[src/rtl/skew_cfg_pkg.sv]
package skew_cfg_pkg;
   localparam int WORD_W    = 8;
   localparam int CODE_W    = WORD_W - 3;
   localparam int SLICE_W   = CODE_W - 1;
   localparam int SHORT_MAX = 15;
   localparam int CNT_W     = $clog2(WORD_W);

   typedef enum logic [1:0] {
      TGT_TEST = 2'b00,
      TGT_RED  = 2'b01,
      TGT_GRN  = 2'b10,
      TGT_BLU  = 2'b11
   } tgt_e;
endpackage

[src/rtl/skew_cfg_sync.sv]
module skew_cfg_sync #(
   parameter int               WIDTH   = 3,
   parameter int               STAGES  = 2,
   parameter logic [WIDTH-1:0] RST_VAL = '0
) (
   input  logic             clk,
   input  logic             rst_n,
   input  logic [WIDTH-1:0] d,
   output logic [WIDTH-1:0] q
);
   logic [WIDTH-1:0] stage_q [STAGES];

   always_ff @(posedge clk or negedge rst_n) begin
      if (!rst_n) begin
         for (int k = 0; k < STAGES; k++) stage_q[k] <= RST_VAL;
      end else begin
         stage_q[0] <= d;
         for (int k = 1; k < STAGES; k++) stage_q[k] <= stage_q[k-1];
      end
   end

   assign q = stage_q[STAGES-1];
endmodule

[src/rtl/skew_cfg_framer.sv]
module skew_cfg_framer import skew_cfg_pkg::*; (
   input  logic              clk,
   input  logic              rst_n,
   input  logic              en_n_s,
   input  logic              sclk_s,
   input  logic              sdat_s,
   output logic              word_vld,
   output logic [WORD_W-1:0] word
);
   localparam logic [CNT_W-1:0] LAST_BIT = CNT_W'(WORD_W - 1);

   logic              en_n_d, sclk_d;
   logic              en_fall, sclk_fall, take_bit;
   logic [CNT_W-1:0]  bit_cnt;
   logic [WORD_W-1:0] shift_q;
   logic [WORD_W-1:0] shift_nx;

   assign en_fall   = en_n_d & ~en_n_s;
   assign sclk_fall = sclk_d & ~sclk_s;
   assign take_bit  = sclk_fall & ~en_n_s;
   assign shift_nx  = {shift_q[WORD_W-2:0], sdat_s};

   always_ff @(posedge clk or negedge rst_n) begin
      if (!rst_n) begin
         en_n_d   <= 1'b1;
         sclk_d   <= 1'b1;
         bit_cnt  <= '0;
         shift_q  <= '0;
         word_vld <= 1'b0;
         word     <= '0;
      end else begin
         en_n_d   <= en_n_s;
         sclk_d   <= sclk_s;
         word_vld <= 1'b0;
         if (en_fall) begin
            bit_cnt <= '0;
            shift_q <= '0;
         end else if (take_bit) begin
            shift_q <= shift_nx;
            if (bit_cnt == LAST_BIT) begin
               bit_cnt  <= '0;
               word_vld <= 1'b1;
               word     <= shift_nx;
            end else begin
               bit_cnt <= bit_cnt + 1'b1;
            end
         end
      end
   end

   AST_FRAME_RESTART: assert property (@(posedge clk) disable iff (!rst_n)
      en_fall |=> (bit_cnt == '0));
   AST_IDLE_NO_COUNT: assert property (@(posedge clk) disable iff (!rst_n)
      en_n_s |=> $stable(bit_cnt));
   AST_VALID_SINGLE: assert property (@(posedge clk) disable iff (!rst_n)
      word_vld |=> !word_vld);
endmodule

[src/rtl/skew_cfg_bank.sv]
module skew_cfg_bank import skew_cfg_pkg::*; #(
   parameter bit SHORT_RANGE = 1'b0
) (
   input  logic               clk,
   input  logic               rst_n,
   input  logic               word_vld,
   input  logic [WORD_W-1:0]  word,
   output logic [CODE_W-1:0]  dly_red,
   output logic [CODE_W-1:0]  dly_grn,
   output logic [CODE_W-1:0]  dly_blu,
   output logic [SLICE_W-1:0] slice_lvl,
   output logic               wr_pulse
);
   logic [CODE_W-1:0] code_raw, code_eff;
   tgt_e              tgt;
   logic              guard_bit, pad_ok, accept;

   assign code_raw  = word[CODE_W-1:0];
   assign tgt       = tgt_e'(word[WORD_W-2 -: 2]);
   assign guard_bit = word[WORD_W-1];
   assign pad_ok    = (tgt != TGT_TEST) | ~word[0];
   assign accept    = word_vld & ~guard_bit & pad_ok;

   if (SHORT_RANGE) begin : g_short
      assign code_eff = (code_raw > CODE_W'(SHORT_MAX)) ? CODE_W'(SHORT_MAX) : code_raw;

      AST_CLAMP_RANGE: assert property (@(posedge clk) disable iff (!rst_n)
         (dly_red <= CODE_W'(SHORT_MAX)) && (dly_grn <= CODE_W'(SHORT_MAX))
         && (dly_blu <= CODE_W'(SHORT_MAX)));
   end else begin : g_full
      assign code_eff = code_raw;
   end

   always_ff @(posedge clk or negedge rst_n) begin
      if (!rst_n) begin
         dly_red   <= '0;
         dly_grn   <= '0;
         dly_blu   <= '0;
         slice_lvl <= '0;
         wr_pulse  <= 1'b0;
      end else begin
         wr_pulse <= accept;
         if (accept) begin
            unique case (tgt)
               TGT_RED:  dly_red   <= code_eff;
               TGT_GRN:  dly_grn   <= code_eff;
               TGT_BLU:  dly_blu   <= code_eff;
               TGT_TEST: slice_lvl <= word[SLICE_W:1];
               default:  ;
            endcase
         end
      end
   end

   AST_HOLD_BETWEEN_WORDS: assert property (@(posedge clk) disable iff (!rst_n)
      !word_vld |=> ($stable(dly_red) && $stable(dly_grn) && $stable(dly_blu)
                     && $stable(slice_lvl) && !wr_pulse));
   AST_GUARD_DISCARD: assert property (@(posedge clk) disable iff (!rst_n)
      (word_vld && word[WORD_W-1]) |=> (!wr_pulse && $stable(dly_red)
         && $stable(dly_grn) && $stable(dly_blu) && $stable(slice_lvl)));
   AST_PULSE_SINGLE: assert property (@(posedge clk) disable iff (!rst_n)
      wr_pulse |=> !wr_pulse);
   AST_TEST_PAD_DISCARD: assert property (@(posedge clk) disable iff (!rst_n)
      (word_vld && word[WORD_W-1 -: 3] == 3'b000 && word[0]) |=>
         (!wr_pulse && $stable(slice_lvl)));
endmodule

[src/rtl/skew_cfg_serial_slave.sv]
module skew_cfg_serial_slave import skew_cfg_pkg::*; #(
   parameter int SYNC_STAGES = 2,
   parameter bit SHORT_RANGE = 1'b0
) (
   input  logic               clk,
   input  logic               rst_n,
   input  logic               chip_en,
   input  logic               ser_en_n,
   input  logic               ser_clk,
   input  logic               ser_dat,
   output logic [CODE_W-1:0]  dly_red,
   output logic [CODE_W-1:0]  dly_grn,
   output logic [CODE_W-1:0]  dly_blu,
   output logic [SLICE_W-1:0] slice_lvl,
   output logic               wr_pulse
);
   localparam int PIN_W = 3;

   if (SYNC_STAGES < 2) begin : g_bad_sync
      $error("SYNC_STAGES must be at least 2");
   end
   if (WORD_W != 8) begin : g_bad_word
      $error("word layout assumes 8 bits");
   end

   logic [PIN_W-1:0]  pins_s;
   logic              word_vld;
   logic [WORD_W-1:0] word;
   logic [CODE_W-1:0] red_q, grn_q, blu_q;

   skew_cfg_sync #(
      .WIDTH   (PIN_W),
      .STAGES  (SYNC_STAGES),
      .RST_VAL (3'b110)
   ) i_sync (
      .clk   (clk),
      .rst_n (rst_n),
      .d     ({ser_en_n, ser_clk, ser_dat}),
      .q     (pins_s)
   );

   skew_cfg_framer i_framer (
      .clk      (clk),
      .rst_n    (rst_n),
      .en_n_s   (pins_s[2]),
      .sclk_s   (pins_s[1]),
      .sdat_s   (pins_s[0]),
      .word_vld (word_vld),
      .word     (word)
   );

   skew_cfg_bank #(
      .SHORT_RANGE (SHORT_RANGE)
   ) i_bank (
      .clk       (clk),
      .rst_n     (rst_n),
      .word_vld  (word_vld),
      .word      (word),
      .dly_red   (red_q),
      .dly_grn   (grn_q),
      .dly_blu   (blu_q),
      .slice_lvl (slice_lvl),
      .wr_pulse  (wr_pulse)
   );

   assign dly_red = chip_en ? red_q : '0;
   assign dly_grn = chip_en ? grn_q : '0;
   assign dly_blu = chip_en ? blu_q : '0;

   AST_STANDBY_RETAIN: assert property (@(posedge clk) disable iff (!rst_n)
      (!chip_en && !word_vld) |=> ($stable(red_q) && $stable(grn_q) && $stable(blu_q)));
endmodule

[config.mk]
export PLATFORM = sky130hd
export DESIGN_NAME = skew_cfg_serial_slave
export DESIGN_NICKNAME = d
export VERILOG_FILES = /design/src/rtl/skew_cfg_pkg.sv /design/src/rtl/skew_cfg_sync.sv /design/src/rtl/skew_cfg_framer.sv /design/src/rtl/skew_cfg_bank.sv /design/src/rtl/skew_cfg_serial_slave.sv
export SDC_FILE = /design/constraint.sdc
export NUM_CORES = 1
export LEC_CHECK = 0
export CAP_MARGIN = 0
export CORE_ASPECT_RATIO = 0.8
export CORE_MARGIN = 2
export CORE_UTILIZATION = 53
export DETAILED_ROUTE_END_ITERATION = 10
export MAX_ROUTING_LAYER = met4
export PLACE_DENSITY = 0.74
export SYNTH_ARGS = -nofsm -noshare
export SYNTH_HDL_FRONTEND = slang
export SYNTH_SLANG_ARGS = --single-unit
[constraint.sdc]
create_clock -name clk -period 1.8 [get_ports clk]
set_clock_uncertainty 0.15 [all_clocks]
set_input_delay 0.45 -clock clk [delete_from_list [all_inputs] [get_ports clk]]
set_output_delay 0.45 -clock clk [all_outputs]
set_load 0.01 [all_outputs]
# ---- After elaboration in Yosys (flattened, before gate mapping)
# Cells that the tools add are included.
dict set report word_totals {
  input_bits 6
  reg_bits 47
  wordCells 48
  output_inout_bits 20
}
dict set report classes {
  n_reduce_logical 8
  eq_ne 4
  n_mux 11
  n_bitwise 11
  addsub 1
}
# op n
set op_table {}
lappend op_table {{5-bit 2-to-1 mux} 3}
lappend op_table {{7-bit 2-to-1 mux} 2}
lappend op_table {{3-bit 2-to-1 mux} 3}
lappend op_table {{2-bit AND reduction} 4}
lappend op_table {{1-bit AND} 5}
lappend op_table {{1-bit NOT} 5}
lappend op_table {{2-bit equality test, second input constant} 2}
lappend op_table {{2-bit nonzero test} 2}
lappend op_table {{3-bit by 1-bit adder with 3-bit output, second input constant} 1}
lappend op_table {{3-bit equality test, second input constant} 1}
lappend op_table {{1-bit 2-to-1 mux} 3}
lappend op_table {{3-bit AND reduction} 1}
lappend op_table {{2-bit by 1-bit equality test with 1-bit output, second input constant} 1}
lappend op_table {{2-bit logical NOT} 1}
lappend op_table {{1-bit bitwise OR} 1}

# ---- Longest topological paths before layout
# Gate-level depths: netlist of run 1.
dict set report depth {
  word_depth 5
  mapped_depth 4
  mapped_depth_nobuf 4
}

# ---- By module
# From an unflattened synthesis of run 1, not the netlist that was laid out.
dict set report hier_totals {
  hier_cells 119
  area_unflattened_um2 1891.8
}
# mod instances seq_area_each_um2 cells_each area_each_um2
set modules_own_cells {}
lappend modules_own_cells {skew_cfg_bank 1 500.5 46 804.5}
lappend modules_own_cells {skew_cfg_framer 1 528.0 48 790.8}
lappend modules_own_cells {skew_cfg_sync 1 155.1 9 177.7}
lappend modules_own_cells {skew_cfg_serial_slave 1 0.0 16 118.9}

# ---- Least setup slack after synthesis of run 1
# Ideal clock, no wire load.
dict set report synth_timing {
  path_kind {register to register}
  start {register i_framer.bit_cnt[0]}
  end {register i_framer.word[0]}
  period_less_slack_ns 1.503
  path_buffers 0
  setup_slack_ns 0.297
  path_stages_with_launch 5
  required_time_ns 1.525
  setup_time_ns 0.125
  t_arrival_ns 1.229
  path_cell_list {dfrtp_1 -> ha_1 -> ha_1 -> nand2_4 -> mux2_2}
}
dict set report synth_between {
  elab_chain_len 2
}
# element line_no
set synth_rtl {}
lappend synth_rtl {{start: declaration} skew_cfg_framer.sv:14} ;# logic [CNT_W-1:0] bit_cnt;
lappend synth_rtl {{start signal: assignment} skew_cfg_framer.sv:45} ;# bit_cnt <= bit_cnt + 1'b1;
lappend synth_rtl {{3-bit equality test} skew_cfg_framer.sv:40} ;# if (bit_cnt == LAST_BIT) begin
lappend synth_rtl {{3-bit AND reduction (no source line)} -}
lappend synth_rtl {{end signal: assignment} skew_cfg_framer.sv:43} ;# word <= shift_nx;
lappend synth_rtl {{end: declaration} skew_cfg_framer.sv:8} ;# output logic [WORD_W-1:0] word
# Every way passes these cells.
# A chain may end at the register's enable or synchronous reset.

# ---- Worst setup path after layout of run 1
dict set report layout_timing {
  start {input port chip_en}
  end {output port dly_red[1]}
}
dict set report layout_between {
  elab_chain_len 1
}
# element line_no
set layout_rtl {}
lappend layout_rtl {{start: declaration} skew_cfg_serial_slave.sv:7} ;# input logic chip_en,
lappend layout_rtl {{5-bit 2-to-1 mux} skew_cfg_serial_slave.sv:66} ;# assign dly_red = chip_en ? red_q : '0;
lappend layout_rtl {{end: declaration} skew_cfg_serial_slave.sv:11} ;# output logic [CODE_W-1:0] dly_red,
# Every way passes these cells.

==> metrics.cfg, run 1 <==
[outcome]
outcome = complete, no violations

[drt]
postRouteAntennaNets = 0
avgRoutedWirePerCell_um = 16.2
route.detailed.drc = 0
drt-initial-drc-count = 69
routed_wl_um = 3180
vias_per_cell = 5.23
via_count = 1025
firstDrtPassIters = 3

[floorplan]
rows = 19
die-area_sq_um = 4020
die_w_um = 70.4
start_util = 0.550
ios = 26
die_h_um = 57.1
core_sq_um = 3400

[critical_path]
cp.required_ns = 1.20
critPathBufInv = 3
reg2reg_depth = 4
cp_max_fo = 8
cp-end-kind = output pin
crit_chain = clkdlybuf4s15_2 -> buf_6 -> and2_1 -> clkdlybuf4s15_1
crit_arrival_ns = 1.16
reg2reg_from = i_framer.bit_cnt[0]
r2r_end = i_framer.word[2]
reg2reg_slack_ns = 0.16
worstSetupStartpointType = input pin
slowest_stage = clkdlybuf4s15_2
critical_path.max_stage_delay_ns = 0.22
worstSetupPathType = input pin to output pin
crit_family = buffers and inverters

[worst_hold_path]
holdPathEnd = i_sync.q[0]
worstHoldPathCells = 0
hp-start = i_sync.stage_q[3]
hold_path_class = register to register

[synthesis]
ys_seq_area_frac = 0.633
synth.ff_latch_count = 47
syn_nets = 125
syn_avg_cell_area_sq_um = 16.0
synth_top_area_share = 0.549
yosysTopAreaCell = dfrtp_1
yosysUniqueCellTypes = 22
ys_async_sr_fraction = 1.00
yosys-top-cells-area = dfrtp_1, mux2_2, dfstp_2, and2_1, a22o_1
synth_edf_count = 0
synthCells = 117
synth_ff_type = dfrtp_1
syn-cell-area_sq_um = 1870
yosysWarnings = 0

[sta]
finalCritPeriodShare = 0.978
setup_viol = 0
tightest_slew_ns = 0.444
relSlewSlack = 0.704
rsz0062_at_grt = false
fin_crit_ns = 1.76
hold_violations = 0
drv_slew = 0
worst_slack_ns = 0.0393
fmax_mhz = 568

[clock_tree]
cts_made_buffers = 5
clock_path_buffers = 2
root_buffer = clkbuf_8
cts_sinks = 47
tritoncts = built
clkTransAtPathRegs_ns = 0.07
clock_latency_ns = 0.30
h-tree-depth = 2

[global_route]
grt_pass1_wl_um = 5440
grt_pass1_vias = 1105
track_usage = 0.190
gr-total-overflow = 0
grt_max_degree = 30
antenna_found_initial = 0

[cells_and_area]
antenna-diode-count = 0
final_util = 0.684
fin_nets = 161
area_delta_synth_final_pct = 24.4
final_cells = 196
drive_above_1_share = 0.396

[flow_run]
cap_violations = 0

[power_and_ir_drop]
power_density_nw_per_um2 = 768
p_leak_nw = 1.19
peakVddDrop_uv = 742

[placed_design]
port_buffers = 25
globalplace.congestion = 0.741
dp.cells = 186
dpl_worst_slack_ns = -0.557
dp_hpwl_um = 2230

-- synthesized netlist by cell type, types with 2 or more instances --
library cell and count:
dfrtp_1 41, mux2_2 27, and2_1 15, a22o_1 8, dfstp_2 6, ha_1 2
inv_1 2, nor3b_4 2
-- per-stage QoR --
| stage | power (W) | cell area [sq um] | hold slack (ns) | TNS (ns) |
|---|---|---|---|---|
| after detailed placement | 0.00117 | 2190 | 0.185 | -8.12 |
| after global placement | 0.00116 | 2190 | 0.185 | -7.79 |
| after CTS | 0.00181 | 2320 | 0.203 | 0 |
| final | 0.00179 | 2330 | 0.201 | 0 |
| after floorplan | 0.00112 | 1870 | 0.00441 | 0 |
| after global routing | 0.00186 | 2330 | 0.205 | 0 |
-- registers in the layout (all words and copies together), names as in the netlist --
name,flops
i_bank.dly_blu,5
i_bank.dly_grn,5
i_bank.dly_red,5
i_bank.slice_lvl,4
i_bank.wr_pulse,1
i_framer.bit_cnt,3
i_framer.en_n_d,1
i_framer.sclk_d,1
i_framer.shift_q,7
i_framer.word,8
i_framer.word_vld,1
i_sync.q,3
i_sync.stage_q,3
-- cell type report --
type                       instances  area, sq um
clock buffer                       7         86.3
multi-input combinational         66          663
fill                             237         1070
sequential                        47         1180
tap                               42         52.6
clock inverter                     1         5.00
inverter                           2         7.51
timing repair buffer              31          328
-- what timing repair did --
item / in CTS / in global routing
setup endpoints to repair: 16 / 3
resized for setup: 43 / 3
endpoints found under the hold margin: 12 / 0
gates cloned: 1 / 0
buffers inserted: 0 / 0
hold buffers: 1 / 0
-- cell families after synthesis --
family | Yosys count | share of synthesized area
buffers and inverters | 4 | 0.0120
AOI/OAI and AO/OA | 12 | 0.0556
and+or+nand+nor | 25 | 0.123
muxes | 27 | 0.163
adders and majority gates | 2 | 0.0134
DFF | 47 | 0.633
-- worst max-delay path by stage --
stage	start	to	depth (start not counted)	slack, ns
after floorplan	i_framer.bit_cnt[0]	i_framer.word[0]	4	0.30
after global placement	chip_en	dly_grn[0]	4	-0.53
after detailed placement	chip_en	dly_red[0]	4	-0.56
after CTS	i_bank.slice_lvl[0]	slice_lvl[0]	1	0.006
after global routing	chip_en	dly_grn[0]	4	0.007
final	chip_en	dly_red[1]	4	0.04
-- worst register-to-register path: cells and delay by family, from the launching register on --
kind,cells,cell delay [ns]
mux,1,0.35
simple gates,1,0.15
fa+ha+maj,2,0.46
flops,1,0.40
-- where the power goes --
part	internal (W)	total [W]	switching, W
sequential	0.00107	0.00109	0.0000103
combinational	0.0000284	0.0000635	0.0000351
clock	0.000310	0.000637	0.000327
total	0.00141	0.00179	0.000373
-- placed cells by master, fill, tap and decap left out, drive strengths merged, types with 2 or more instances in the layout --
| master | n |
|---|---|
| a22o | 8 |
| and2 | 15 |
| buf | 6 |
| clkbuf | 7 |
| clkdlybuf4s15 | 16 |
| clkdlybuf4s50 | 4 |
| dfrtp | 41 |
| dfstp | 6 |
| dlymetal6s2s | 3 |
| ha | 2 |
| inv | 2 |
| mux2 | 27 |
| nor3b | 3 |
-- per-layer routing --
layer | track usage | part of all wire | vias up
li1 | - | - | 484
met1 | 0.260 | 0.49 | 517
met2 | 0.270 | 0.45 | 17
met3 | 0.0477 | 0.040 | 7
met4 | 0.0907 | 0.016 | 0
met5 | - | 0 | -
Power figures use the tool's default switching activity.
==> run 2, diff against run 1 <==
CORE_MARGIN = 1.5   (was 2)
==> metrics.cfg, run 2 (synthesis gave the netlist of run 1 again) <==
[outcome]
outcome = complete, no violations

[drt]
drt-initial-drc-count = 53
routed_wl_um = 3240
vias_per_cell = 5.37
route.detailed.drc = 0
postRouteAntennaNets = 0
avgRoutedWirePerCell_um = 16.5
via_count = 1053
firstDrtPassIters = 4

[clock_tree]
clkTransAtPathRegs_ns = 0.08
root_buffer = clkbuf_8
cts_made_buffers = 5
h-tree-depth = 2
clock_latency_ns = 0.29
cts_sinks = 47
tritoncts = built
clock_path_buffers = 2
post_cts_buffers = 0

[power_and_ir_drop]
p_switching_w = 0.000372
p_total_w = 0.00175
combinationalPowerShare = 0.037
power_frac_seq = 0.621
power_density_nw_per_um2 = 759
p_leak_nw = 1.17
switching_share = 0.213
power_frac_clock = 0.342
internal_power_w = 0.00137
peakVddDrop_uv = 608

[placed_design]
port_buffers = 25
globalplace.congestion = 0.700
dpl_worst_slack_ns = -0.547
dp.cells = 186
dp_hpwl_um = 2170

[global_route]
antenna_found_initial = 0
gr-total-overflow = 0
grt_pass1_vias = 1179
track_usage = 0.200
grt_max_degree = 30
grt_pass1_wl_um = 5650

[floorplan]
die_h_um = 56.1
die-area_sq_um = 3890
core_sq_um = 3400
rows = 19
start_util = 0.550
die_w_um = 69.4
ios = 26

[sta]
worst_slack_ns = 0.0649
fmax_mhz = 576
fin_crit_ns = 1.74
rsz0062_at_grt = false
hold_violations = 0
drv_slew = 0
relSlewSlack = 0.698
tightest_slew_ns = 0.453
finalCritPeriodShare = 0.964
setup_viol = 0

[critical_path]
reg2reg_depth = 4
r2r_end = i_framer.word[7]
worstSetupPathType = register to output pin
crit_arrival_ns = 1.14
cp_max_fo = 1
crit_chain = clkdlybuf4s50_1
cp.required_ns = 1.20
reg2reg_slack_ns = 0.16
slowest_stage = clkdlybuf4s50_1
worstSetupStartpointType = register
cp-end-kind = output pin
crit_family = buffers and inverters
critPathBufInv = 1
critical_path.max_stage_delay_ns = 0.52
reg2reg_from = i_framer.bit_cnt[0]

[cells_and_area]
final_cell_mix = dfrtp_1, mux2_2, and2_1
largest_reg_flops = 8
top_regs = i_framer.word: 8 flops, i_framer.shift_q: 7 flops
final_common_cell = dfrtp_1
final_util = 0.677
final_cells = 196
regMostFlops = i_framer.word
drive_above_1_share = 0.390
fin_nets = 161
area_delta_synth_final_pct = 23.1
antenna-diode-count = 0

[worst_hold_path]
hp-start = i_sync.stage_q[3]
holdPathEnd = i_sync.q[0]
hold_path_class = register to register
worstHoldPathCells = 0

[flow_run]
cap_violations = 0

-- run 2: power by group through the flow --
stage | Clock (W) | Sequential [W] | Combinational [W]
floorplan | 0 | 0.00110 | 0.0000189
global placement | 0 | 0.00110 | 0.0000575
detailed placement | 0 | 0.00111 | 0.0000597
CTS | 0.000622 | 0.00109 | 0.0000658
global route | 0.000669 | 0.00109 | 0.0000713
finish | 0.000598 | 0.00109 | 0.0000639
-- run 2: timing repair --
| item | 4_1_cts | 5_1_grt |
|---|---|---|
| hold buffers | 1 | 0 |
| endpoints found under the setup margin | 17 | 16 |
| endpoints found under the hold margin | 18 | 0 |
| cloned | 1 | 0 |
| resized for setup | 44 | 3 |
-- run 2: worst max-delay path by stage --
stage / cells past startpoint / from / slack, ns / endpoint
after floorplan: 4 / i_framer.bit_cnt[0] / 0.30 / i_framer.word[0]
after global placement: 4 / chip_en / -0.53 / dly_grn[0]
after detailed placement: 4 / chip_en / -0.55 / dly_red[0]
after CTS: 1 / i_bank.slice_lvl[3] / 0.0002 / slice_lvl[3]
after global routing: 1 / i_bank.wr_pulse / 0.01 / wr_pulse
final: 1 / i_bank.wr_pulse / 0.06 / wr_pulse
-- run 2: layout make-up --
type / count / area, sq um
Clock buffer: 7 / 76.3
Clock inverter: 1 / 5.00
Fill cell: 262 / 1100
Inverter: 2 / 7.51
Multi-Input combinational cell: 66 / 666
Sequential cell: 47 / 1180
Tap cell: 42 / 52.6
Timing Repair Buffer: 31 / 310
-- run 2: per-layer routing --
metal | global-route usage | up-vias | part of all wire
met4 | 0.109 | 0 | 0.029
li1 | - | 486 | -
met3 | 0.0634 | 9 | 0.053
met5 | - | - | 0
met2 | 0.282 | 27 | 0.43
met1 | 0.260 | 531 | 0.48
-- run 2: through the flow --
| stage | cell area [sq um] | TNS [ns] | hold WS [ns] |
|---|---|---|---|
| after detailed placement | 2190 | -7.88 | 0.186 |
| after global placement | 2190 | -7.80 | 0.185 |
| after global routing | 2300 | 0 | 0.216 |
| final | 2300 | 0 | 0.202 |
| after floorplan | 1870 | 0 | 0.00441 |
| after CTS | 2300 | 0 | 0.205 |
==> run 3, diff against run 2 <==
CELL_PAD_IN_SITES_DETAIL_PLACEMENT = 1   (was unset)
CELL_PAD_IN_SITES_GLOBAL_PLACEMENT = 1   (was unset)
CORE_UTILIZATION = 44   (was 53)
PLACE_DENSITY = 0.73   (was 0.74)
==> metrics.cfg, run 3 (synthesis gave the netlist of run 1 again) <==
[cells_and_area]
regMostFlops = i_framer.word
n_fill_cell = 399
final_cell_area_sq_um = 2260
final_cells = 208
top_regs = i_framer.word: 8 flops, i_framer.shift_q: 7 flops
final_common_cell = dfrtp_1
fin_nets = 160
area_delta_synth_final_pct = 21.0
final_util = 0.575
antenna-diode-count = 0
largest_reg_flops = 8
final_cell_mix = dfrtp_1, mux2_2, and2_1
drive_above_1_share = 0.444

[drt]
avgRoutedWirePerCell_um = 16.5
drt-initial-drc-count = 61
routed_wl_um = 3440
postRouteAntennaNets = 0
via_count = 1080
route.detailed.drc = 0
firstDrtPassIters = 4
vias_per_cell = 5.19

[power_and_ir_drop]
peakVddDrop_uv = 497
power_density_nw_per_um2 = 809
p_leak_nw = 1.22
p_total_w = 0.00183

[placed_design]
globalplace.congestion = 0.783
place_area_sq_um = 2210
dp_hpwl_um = 2370
dp.cells = 199
port_buffers = 25
dpl_worst_slack_ns = -0.546

[clock_tree]
h-tree-depth = 2
clock_latency_ns = 0.29
clock_path_buffers = 2
root_buffer = clkbuf_8
tritoncts = built
cts_sinks = 47
clkTransAtPathRegs_ns = 0.08
cts_made_buffers = 5

[floorplan]
rows = 20
start_util = 0.476
core_sq_um = 3930
die-area_sq_um = 4650
die_h_um = 61.3
die_w_um = 75.9
ios = 26

[critical_path]
worstSetupStartpointType = input pin
worstSetupPathType = input pin to output pin
reg2reg_depth = 4
cp_max_fo = 8
cp-end-kind = output pin
critPathBufInv = 3
critical_path.max_stage_delay_ns = 0.26
r2r_end = i_framer.word[0]
crit_chain = dlygate4sd2_1 -> buf_6 -> and2_1 -> buf_2
reg2reg_slack_ns = 0.16
crit_family = buffers and inverters
crit_arrival_ns = 1.13
cp.required_ns = 1.20
slowest_stage = dlygate4sd2_1
reg2reg_from = i_framer.bit_cnt[0]

[sta]
rsz0062_at_grt = false
fmax_mhz = 579
setup_viol = 0
hold_violations = 0
drv_slew = 0
worst_slack_ns = 0.0740
finalCritPeriodShare = 0.959
tightest_slew_ns = 0.448
fin_crit_ns = 1.73
relSlewSlack = 0.701

[global_route]
grt_pass1_vias = 1142
grt_pass1_wl_um = 5830
grt_max_degree = 48
track_usage = 0.184
gr-total-overflow = 0
antenna_found_initial = 0

[worst_hold_path]
worstHoldPathCells = 0
hold_path_class = register to register
holdPathEnd = i_sync.q[0]
hp-start = i_sync.stage_q[3]

[flow_run]
cap_violations = 0

[outcome]
outcome = complete, no violations

run 3: cell types whose count changed in the layout (fill, tap and decap cells not counted):
cell	previous run	this run
clkbuf_1	2	1
and2_4	1	0
clkinv_2	1	0
clkdlybuf4s15_2	4	0
clkdlybuf4s50_1	4	3
clkbuf_8	5	7
buf_2	2	12
clkbuf_2	1	4
and2_1	14	15
clkdlybuf4s15_1	10	0
dlymetal6s2s_1	2	4
buf_4	2	1
run 3: worst register-to-register path, stage by stage, from the launching register on:
cell and delay, ns:
dfrtp_1 0.41, ha_1 0.21, ha_1 0.25, nand2_4 0.16, mux2_2 0.36
run 3: timing repair:
action / CTS / global route
resized for setup: 47 / 17
hold endpoints to repair: 41 / 0
buffers inserted: 0 / 0
endpoints found under the setup margin: 16 / 17
hold buffers: 1 / 0
cloned: 0 / 0
run 3: how the worst max path moves through the flow:
stage	endpoint	from	cells past startpoint
after floorplan	i_framer.word[0]	i_framer.bit_cnt[0]	4
after global placement	dly_red[4]	chip_en	4
after detailed placement	dly_red[0]	chip_en	4
after CTS	dly_blu[4]	chip_en	4
after global routing	dly_grn[2]	chip_en	4
final	dly_grn[2]	chip_en	4
run 3: power by group:
part / total, W / switching [W] / internal [W] / leakage [nW]
logic: 0.0000631 / 0.0000351 / 0.0000280 / 0.540
clock network: 0.000680 / 0.000329 / 0.000351 / 0.0515
registers: 0.00109 / 0.0000105 / 0.00107 / 0.630
run 3: layout make-up:
type,instances,area [sq um],area share
Sequential cell,47,1180,0.524
Clock buffer,8,100,0.0443
Tap cell,55,68.8,0.0304
Multi-Input combinational cell,66,663,0.293
Inverter,2,7.51,0.00332
Timing Repair Buffer,30,238,0.105
run 3: stage by stage:
stage / TNS, ns / hold WS, ns
6_report: 0 / 0.208
5_1_grt: 0 / 0.218
4_1_cts: 0 / 0.209
3_5_place_dp: -7.86 / 0.190
3_3_place_gp: -7.62 / 0.187
2_1_floorplan: 0 / 0.00441
run 3: layer usage:
| metal | part of all wire | GRT usage | wire length (um) |
|---|---|---|---|
| met5 | 0 | - | 0 |
| met4 | 0.012 | 0.0689 | 40 |
| met3 | 0.040 | 0.0442 | 138 |
| met2 | 0.47 | 0.261 | 1620 |
| met1 | 0.48 | 0.259 | 1640 |
